### src/rtl/ipi_regs_pkg.sv
package ipi_regs_pkg;

    typedef enum logic [2:0] {
        SEL_STAT,
        SEL_MASK,
        SEL_SET,
        SEL_CLR,
        SEL_MBOX,
        SEL_NONE
    } reg_sel_e;

    localparam logic [7:0] OFS_STAT    = 8'h00;
    localparam logic [7:0] OFS_MASK    = 8'h04;
    localparam logic [7:0] OFS_SET     = 8'h08;
    localparam logic [7:0] OFS_CLR     = 8'h0C;
    localparam logic [7:0] OFS_MBOX_LO = 8'h20;

endpackage

### src/rtl/ipi_decode.sv
module ipi_decode
    import ipi_regs_pkg::*;
#(
    parameter int MBOX_WORDS = 8,
    localparam int IDX_W = (MBOX_WORDS > 1) ? $clog2(MBOX_WORDS) : 1
) (
    input  logic [7:0]       ofs,
    output reg_sel_e         sel,
    output logic [IDX_W-1:0] idx
);
    localparam int MBOX_END = 32'(OFS_MBOX_LO) + 4 * MBOX_WORDS;

    logic [7:0] rel;

    always_comb begin
        rel = ofs - OFS_MBOX_LO;
        idx = rel[IDX_W+1:2];
        if (ofs == OFS_STAT)
            sel = SEL_STAT;
        else if (ofs == OFS_MASK)
            sel = SEL_MASK;
        else if (ofs == OFS_SET)
            sel = SEL_SET;
        else if (ofs == OFS_CLR)
            sel = SEL_CLR;
        else if (ofs >= OFS_MBOX_LO && 32'(ofs) < MBOX_END)
            sel = SEL_MBOX;
        else
            sel = SEL_NONE;
    end
endmodule

### src/rtl/ipi_mailbox.sv
module ipi_mailbox #(
    parameter int WORDS  = 8,
    parameter int DATA_W = 32,
    localparam int IDX_W = (WORDS > 1) ? $clog2(WORDS) : 1
) (
    input  logic              clk,
    input  logic              rst_n,
    input  logic              we,
    input  logic [IDX_W-1:0]  idx,
    input  logic [DATA_W-1:0] wdata,
    output logic [DATA_W-1:0] rdata
);
    logic [DATA_W-1:0] word_d [WORDS];
    logic [DATA_W-1:0] word_q [WORDS];

    for (genvar k = 0; k < WORDS; k++) begin : g_word
        always_comb begin
            word_d[k] = word_q[k];
            if (we && 32'(idx) == k)
                word_d[k] = wdata;
        end

        always_ff @(posedge clk) begin
            if (!rst_n)
                word_q[k] <= '0;
            else
                word_q[k] <= word_d[k];
        end


        word_hold_chk: assert property (@(posedge clk) disable iff (!rst_n)
            !(we && 32'(idx) == k) |=> $stable(word_q[k]));
    end

    always_comb begin
        rdata = '0;
        for (int k = 0; k < WORDS; k++)
            if (32'(idx) == k)
                rdata = word_q[k];
    end
endmodule

### src/rtl/ipi_core_regs.sv
module ipi_core_regs
    import ipi_regs_pkg::*;
#(
    parameter int ADDR_W     = 16,
    parameter int DATA_W     = 32,
    parameter int MBOX_WORDS = 8,
    localparam int IDX_W = (MBOX_WORDS > 1) ? $clog2(MBOX_WORDS) : 1
) (
    input  logic              clk,
    input  logic              rst_n,
    input  logic [ADDR_W-1:0] addr,
    input  logic              wr_en,
    input  logic [DATA_W-1:0] wr_data,
    input  logic              rd_en,
    output logic [DATA_W-1:0] rd_data,
    output logic              err_o,
    output logic              irq_o
);
    typedef struct packed {
        logic [DATA_W-1:0] stat;
        logic [DATA_W-1:0] mask;
        logic              irq;
        logic              err;
        logic [DATA_W-1:0] rdata;
    } core_state_t;

    core_state_t       st_d, st_q;
    reg_sel_e          sel;
    logic [IDX_W-1:0]  mb_idx;
    logic              mb_we;
    logic [DATA_W-1:0] mb_rdata;

    ipi_decode #(.MBOX_WORDS(MBOX_WORDS)) u_dec (
        .ofs (addr[7:0]),
        .sel (sel),
        .idx (mb_idx)
    );

    ipi_mailbox #(.WORDS(MBOX_WORDS), .DATA_W(DATA_W)) u_mbox (
        .clk   (clk),
        .rst_n (rst_n),
        .we    (mb_we),
        .idx   (mb_idx),
        .wdata (wr_data),
        .rdata (mb_rdata)
    );

    always_comb begin
        st_d       = st_q;
        st_d.err   = 1'b0;
        st_d.rdata = '0;
        mb_we      = 1'b0;
        if (wr_en) begin
            case (sel)
                SEL_STAT: st_d.err  = 1'b1;
                SEL_MASK: st_d.mask = wr_data;
                SEL_SET: begin
                    st_d.stat = st_q.stat | wr_data;
                    if (st_d.stat != '0 && (st_d.stat & st_q.mask) != '0)
                        st_d.irq = 1'b1;
                end
                SEL_CLR: begin
                    st_d.stat = st_q.stat & ~wr_data;
                    if (st_d.stat == '0 && st_q.mask != '0)
                        st_d.irq = 1'b0;
                end
                SEL_MBOX: mb_we = 1'b1;
                default:  st_d.err = 1'b1;
            endcase
        end
        if (rd_en) begin
            case (sel)
                SEL_STAT: st_d.rdata = st_q.stat;
                SEL_MASK: st_d.rdata = st_q.mask;
                SEL_SET,
                SEL_CLR:  st_d.rdata = '0;
                SEL_MBOX: st_d.rdata = mb_rdata;
                default:  st_d.err   = 1'b1;
            endcase
        end
    end

    always_ff @(posedge clk) begin
        if (!rst_n)
            st_q <= '0;
        else
            st_q <= st_d;
    end

    assign rd_data = st_q.rdata;
    assign err_o   = st_q.err;
    assign irq_o   = st_q.irq;


    irq_rise_src_chk: assert property (@(posedge clk) disable iff (!rst_n)
        $rose(irq_o) |-> $past(wr_en && addr[7:0] == OFS_SET));


    irq_fall_src_chk: assert property (@(posedge clk) disable iff (!rst_n)
        $fell(irq_o) |-> $past(wr_en && addr[7:0] == OFS_CLR));


    stat_ro_chk: assert property (@(posedge clk) disable iff (!rst_n)
        (wr_en && sel == SEL_STAT) |=> $stable(st_q.stat) && err_o);


    mask_load_chk: assert property (@(posedge clk) disable iff (!rst_n)
        (wr_en && sel == SEL_MASK) |=> st_q.mask == $past(wr_data));


    setclr_rd_zero_chk: assert property (@(posedge clk) disable iff (!rst_n)
        (rd_en && (sel == SEL_SET || sel == SEL_CLR)) |=> rd_data == '0);


    idle_rd_zero_chk: assert property (@(posedge clk) disable iff (!rst_n)
        !rd_en |=> rd_data == '0);


    err_src_chk: assert property (@(posedge clk) disable iff (!rst_n)
        err_o |-> $past((wr_en || rd_en) && sel == SEL_NONE) ||
                  $past(wr_en && sel == SEL_STAT));
endmodule

### config.mk
export PLATFORM = sky130hd
export DESIGN_NAME = ipi_core_regs
export DESIGN_NICKNAME = d
export VERILOG_FILES = /design/src/rtl/ipi_regs_pkg.sv /design/src/rtl/ipi_decode.sv /design/src/rtl/ipi_mailbox.sv /design/src/rtl/ipi_core_regs.sv
export SDC_FILE = /design/constraint.sdc
export NUM_CORES = 1
export LEC_CHECK = 0
export ABC_AREA = 1
export BUFFER_PORTS_ARGS = -buffer_cell sky130_fd_sc_hd__buf_2
export CORE_AREA = 2 2 212 214
export DETAILED_ROUTE_END_ITERATION = 10
export DIE_AREA = 0 0 214 216
export PLACE_DENSITY = 0.52
export REMOVE_ABC_BUFFERS = 1
export SYNTH_ARGS = -nofsm -noshare
export SYNTH_HDL_FRONTEND = slang
export SYNTH_SLANG_ARGS = --single-unit
### constraint.sdc
create_clock -name clk -period 1.9 [get_ports clk]
set_clock_uncertainty 0.2 [all_clocks]
set_input_delay 0.38 -clock clk [delete_from_list [all_inputs] [get_ports clk]]
set_output_delay 0.38 -clock clk [all_outputs]
set_load 0.05 [all_outputs]
==> impl_metrics.ini, run 1 <==
[timing]
max_slew_margin_pct = 69.3
final_hold_viol_count = 0
layout_min_cycle_time_ps = 1850
rsz0062_at_grt = no
worstMarginPinSlew_ps = 460
whs_ps = 58.3
fin_crit_sh_pct = 97.3
setup_viol = 0
drv_slew = 0
fmax_mhz = 541

[setup_path]
path_buf_inv = 1
critPathCapture = irq_o
cp.arrival_ps = 1270
worst_path_largest_cell_delay_ps = 410
worstReg2RegEnd = irq_o
cp_num_cells = 1
end_kind = output port
critPathRequiredTime_ps = 1320
path_max_fanout = 2
path_cells = buf_2
reg2regPathDepth = 8
worstSetupPathType = flip-flop to output port
start_kind = flip-flop
cp_top_family = flip-flops
rrSetupSlack_ps = 280
worstSetupStartpoint = irq_o
slowest_stage = dfxtp_1

[global_route]
grt_max_degree = 50
grt_pass1_vias = 13900
gr-usage-all-layers_pct = 22.4
overflow = 0
grt_pass1_wl_mm = 81.3
antenna_found_initial = 0

[routing]
vias = 14600
drt-wirelength-per-cell_um = 18.7
vias_per_cell = 5.21
drtAntennaViolNets = 0
drtIter0Drc = 1243
drc = 0
first_pass_iters = 6
route.final.wire_length_mm = 52.5

[placement]
dp_hpwl_mm = 34.2
io_buffers = 77
post_dp_cell_area_mm2 = 0.0173
gp_congestion = 0.851

[power_and_ir_drop]
p_total_mw = 16.6
powerDensity_mw_per_mm2 = 876
vdd_drop_max_v = 0.000546
power_leakage_nw = 7.55

[synthesis]
avgSynthCellArea_um2 = 7.37
netlist_instances = 2071
synth-seq-cells = 354
synth-async-reset-ratio_pct = 0
ys_seq_area_share_pct = 46.4
synth_edf_count = 0
synthFlopType = dfxtp_1
ys_warn_count = 0
synth.distinct_cells = 30
netlist_area_mm2 = 0.0153

[finish]
fin_nets = 2245
area_delta_synth_final_pct = 23.8
final_core_util_pct = 43.1
final_cell_area_mm2 = 0.0189
diodes = 0
mostFrequentLayoutCell = dfxtp_1
final_layout_size_suffix_gt1_share_pct = 15.3
nFillCells = 4414
layout_common_cells = dfxtp_1 (354), a21oi_1 (347), o21ai_0 (276), nand2_1 (244), nor2_1 (190)

[clock_network]
cts-root-buf = clkbuf_16
post_cts_buffers = 0
cts.sinks = 354
clk_path_buf_depth = 3
clock_latency_ps = 550
htreeDepth = 2
cts_buffers = 41
cts_tree = built
path_clk_slew_ps = 60

[die]
core-area_mm2 = 0.0438
fp.dieW_um = 214
start_util_pct = 34.8
ioPinCount = 86
placementRows = 77
die_h_um = 216
die_area_mm2 = 0.0462

[outcome]
status = complete, no violations

[hold_path]
holdCritPathClass = primary input to flip-flop

[flow_run]
maxCapViolations = 0
==> sequential cells by signal, summed over array words and instances (netlist names), named ones only <==
name           cells
u_mbox.word_q    256
err_o              1
st_q              32
rd_data           32
irq_o              1
==> per-layer routing <==
metal	part of all wire (%)	global-route usage, %	vias up
met5	0	0	-
met4	2.6	7.39	0
met3	5.3	3.13	75
met2	45	36.2	420
met1	47	30.9	6923
li1	-	-	7231
==> synthesized netlist by cell type, types with 3 or more instances <==
| master | count | area, µm² |
|---|---|---|
| or2_2 | 19 | 119 |
| dfxtp_1 | 354 | 7090 |
| o22ai_1 | 41 | 257 |
| nand4_1 | 43 | 269 |
| nor2_4 | 7 | 78.8 |
| a21oi_1 | 347 | 1740 |
| nor2_2 | 4 | 25.0 |
| nor3_1 | 4 | 20.0 |
| o21ai_1 | 34 | 170 |
| inv_2 | 7 | 26.3 |
| a21boi_0 | 19 | 143 |
| clkinv_1 | 26 | 97.6 |
| a21boi_1 | 5 | 37.5 |
| inv_1 | 117 | 439 |
| buf_4 | 36 | 270 |
| nand3_1 | 87 | 435 |
| o21ai_0 | 276 | 1380 |
| a211oi_1 | 32 | 240 |
| nor2_1 | 193 | 724 |
| or2_0 | 19 | 119 |
| clkbuf_1 | 107 | 402 |
| buf_1 | 3 | 11.3 |
| nand2_1 | 246 | 923 |
| buf_2 | 35 | 175 |
==> repair_timing <==
item / in CTS / in global routing
setup endpoints to repair: 0 / 1
resized for setup: 0 / 2
hold endpoints to repair: 29 / 0
hold buffers: 29 / 0
==> worst min path at each step <==
stage | from | to | slack, ps | cells past startpoint
final | rst_n | u_mbox.word_q[2][17] | 60 | 3
after global routing | rst_n | u_mbox.word_q[3][17] | 70 | 3
after CTS | wr_data[12] | st_q[46] | 40 | 4
after detailed placement | st_q[62] | st_q[62] | 290 | 2
after global placement | st_q[62] | st_q[62] | 290 | 2
after floorplan | st_q[55] | st_q[55] | 260 | 2
==> where the power goes <==
group / internal [mW] / switching, mW / leakage [nW] / total, mW
Combinational: 0.436 / 0.748 / 4.05 / 1.18
Clock: 4.77 / 3.11 / 0.651 / 7.88
Sequential: 7.47 / 0.0222 / 2.85 / 7.49
==> cells by family (layout without fill, tap and decap cells) <==
kind of cell	Yosys count	in the layout	share of synthesized area, %
AOI/OAI and AO/OA	754	754	26.0
and+or+nand+nor	628	628	18.2
DFF	354	354	46.4
buffers and inverters	335	482	9.44
==> cell type report <==
type	instances	area (µm²)	share of cell area, %
clock inverters	4	73.8	0.391
inverters	152	573	3.03
repair buffers	262	2400	12.7
clock buffers	64	1250	6.64
multi-input cells	1382	6770	35.8
flip-flops and latches	354	7090	37.5
well taps	592	741	3.92
==> through the flow <==
stage | worst slack (ps) | instances | setup TNS [ps]
after floorplan | -1260 | 1888 | -283920
after global placement | -266 | 2713 | -42480
after detailed placement | -277 | 2713 | -49340
after CTS | 26.2 | 2810 | 0
after global routing | 23.7 | 2810 | 0
final | 51.5 | 2810 | 0
(Power assumes the default switching activity.)
==> inputs of run 2 (changes only) <==
--- a/config.mk
+++ b/config.mk
@@ -7,10 +7,12 @@
 export LEC_CHECK = 0
 export ABC_AREA = 1
 export BUFFER_PORTS_ARGS = -buffer_cell sky130_fd_sc_hd__buf_2
+export CELL_PAD_IN_SITES_DETAIL_PLACEMENT = 0
+export CELL_PAD_IN_SITES_GLOBAL_PLACEMENT = 1
 export CORE_AREA = 2 2 212 214
 export DETAILED_ROUTE_END_ITERATION = 10
 export DIE_AREA = 0 0 214 216
-export PLACE_DENSITY = 0.52
+export PLACE_DENSITY = 0.67
 export REMOVE_ABC_BUFFERS = 1
 export SYNTH_ARGS = -nofsm -noshare
 export SYNTH_HDL_FRONTEND = slang
==> impl_metrics.ini, run 2 (synthesis gave the netlist of run 1 again) <==
[outcome]
status = complete, no violations

[timing]
fmax_mhz = 539
setup_slack_ps = 44.1
layout_min_cycle_time_ps = 1860
worstMarginPinSlew_ps = 368
fin_crit_sh_pct = 97.7
max_slew_margin_pct = 75.5
drv_slew = 0
final_hold_viol_count = 0
setup_viol = 0
rsz0062_at_grt = no
whs_ps = 91.2

[finish]
largest_reg_flops = 256
regMostFlops = u_mbox.word_q
final_core_util_pct = 42.9
layout_common_cells = dfxtp_1 (354), a21oi_1 (347), o21ai_0 (276), nand2_1 (243), nor2_1 (192)
fin_nets = 2233
final_cells = 2800
diodes = 0
ff_latch_area_mm2 = 0.00709
final_layout_size_suffix_gt1_share_pct = 14.9
multi_input_area_mm2 = 0.00677
area_delta_synth_final_pct = 23.3
nFillCells = 4470
mostFrequentLayoutCell = dfxtp_1

[die]
start_util_pct = 34.8
core-area_mm2 = 0.0438
die_area_mm2 = 0.0462
placementRows = 77
ioPinCount = 86
die_h_um = 216
fp.dieW_um = 214

[setup_path]
critPathRequiredTime_ps = 1320
cp_top_family = flip-flops
start_kind = flip-flop
end_kind = output port
worstSetupPathType = flip-flop to output port
worst_path_largest_cell_delay_ps = 420
path_cells = buf_2
slowest_stage = dfxtp_1
cp.arrival_ps = 1280
worstSetupStartpoint = rd_data[16]
path_buf_inv = 1
rrSetupSlack_ps = 350
path_max_fanout = 1

[hold_path]
holdCritPathClass = primary input to flip-flop
min_from = wr_data[7]

[placement]
dp_hpwl_mm = 35.0
dpl.cell_count = 2698
gp_congestion = 0.844
dpl_worst_slack_ps = -338
io_buffers = 77

[global_route]
antenna_found_initial = 0
grt_max_degree = 55
grt_pass1_wl_mm = 80.9
overflow = 0
gr-usage-all-layers_pct = 22.6
grt_pass1_vias = 13600

[clock_network]
clk_path_buf_depth = 3
cts_tree = built
cts.sinks = 354
path_clk_slew_ps = 60
post_cts_buffers = 0
cts_buffers = 40
htreeDepth = 2
cts-root-buf = clkbuf_16
clock_latency_ps = 560

[power_and_ir_drop]
power_leakage_nw = 7.48
vdd_drop_max_v = 0.000533
p_total_mw = 16.4
powerDensity_mw_per_mm2 = 871

[routing]
drc = 0
drtAntennaViolNets = 0
first_pass_iters = 5
vias = 14500
route.final.wire_length_mm = 52.8
drtIter0Drc = 1136
vias_per_cell = 5.17
drt-wirelength-per-cell_um = 18.9

[flow_run]
maxCapViolations = 0
[run 2: timing repair]
action                                  4_1_cts  5_1_grt
hold buffers                                 33        0
gates resized for setup                       0        1
endpoints found under the setup margin        0        1
hold endpoints to repair                     44        0
[run 2: report_power, final]
part	internal (mW)	total [mW]	switching, mW
sequential	7.47	7.49	0.0220
clock	4.61	7.73	3.12
combinational	0.432	1.18	0.749
[run 2: worst register-to-register path, cell delays in order, from the launching register on]
cell     delay, ps
dfxtp_1        340
nor2_1         100
buf_4          140
o21ai_0         70
nor2_1         210
nand2_1         80
nor2_1         110
nand2_1         60
nand3_1         70
a21oi_1         60
[run 2: area by class of cell]
cell class / instances / area share (%)
multi-input cells: 1382 / 35.9
clock inverters: 10 / 0.565
repair buffers: 251 / 12.5
inverters: 152 / 3.04
flip-flops and latches: 354 / 37.6
well taps: 592 / 3.93
clock buffers: 59 / 6.34
[run 2: metal layers]
metal,track usage [%],vias to the layer above,part of all wire (%)
li1,-,7208,-
met1,32.0,6820,48
met5,0,-,0
met4,6.34,0,2.0
met3,3.28,70,5.7
met2,35.8,386,44
[run 2: worst paths after layout]
kind | depth (start not counted) | endpoint
worst min register to register | 2 | st_q[34]
worst max register to register | 9 | irq_o
worst max-delay path | 1 | rd_data[16]
worst min-delay path | 4 | st_q[41]
[run 2: per-stage QoR]
stage          instance area (µm²)  TNS (ps)
3_5_place_dp                 17200    -41580
4_1_cts                      18800         0
2_1_floorplan                14400   -283920
5_1_grt                      18800         0
6_report                     18800         0
3_3_place_gp                 17200    -33300
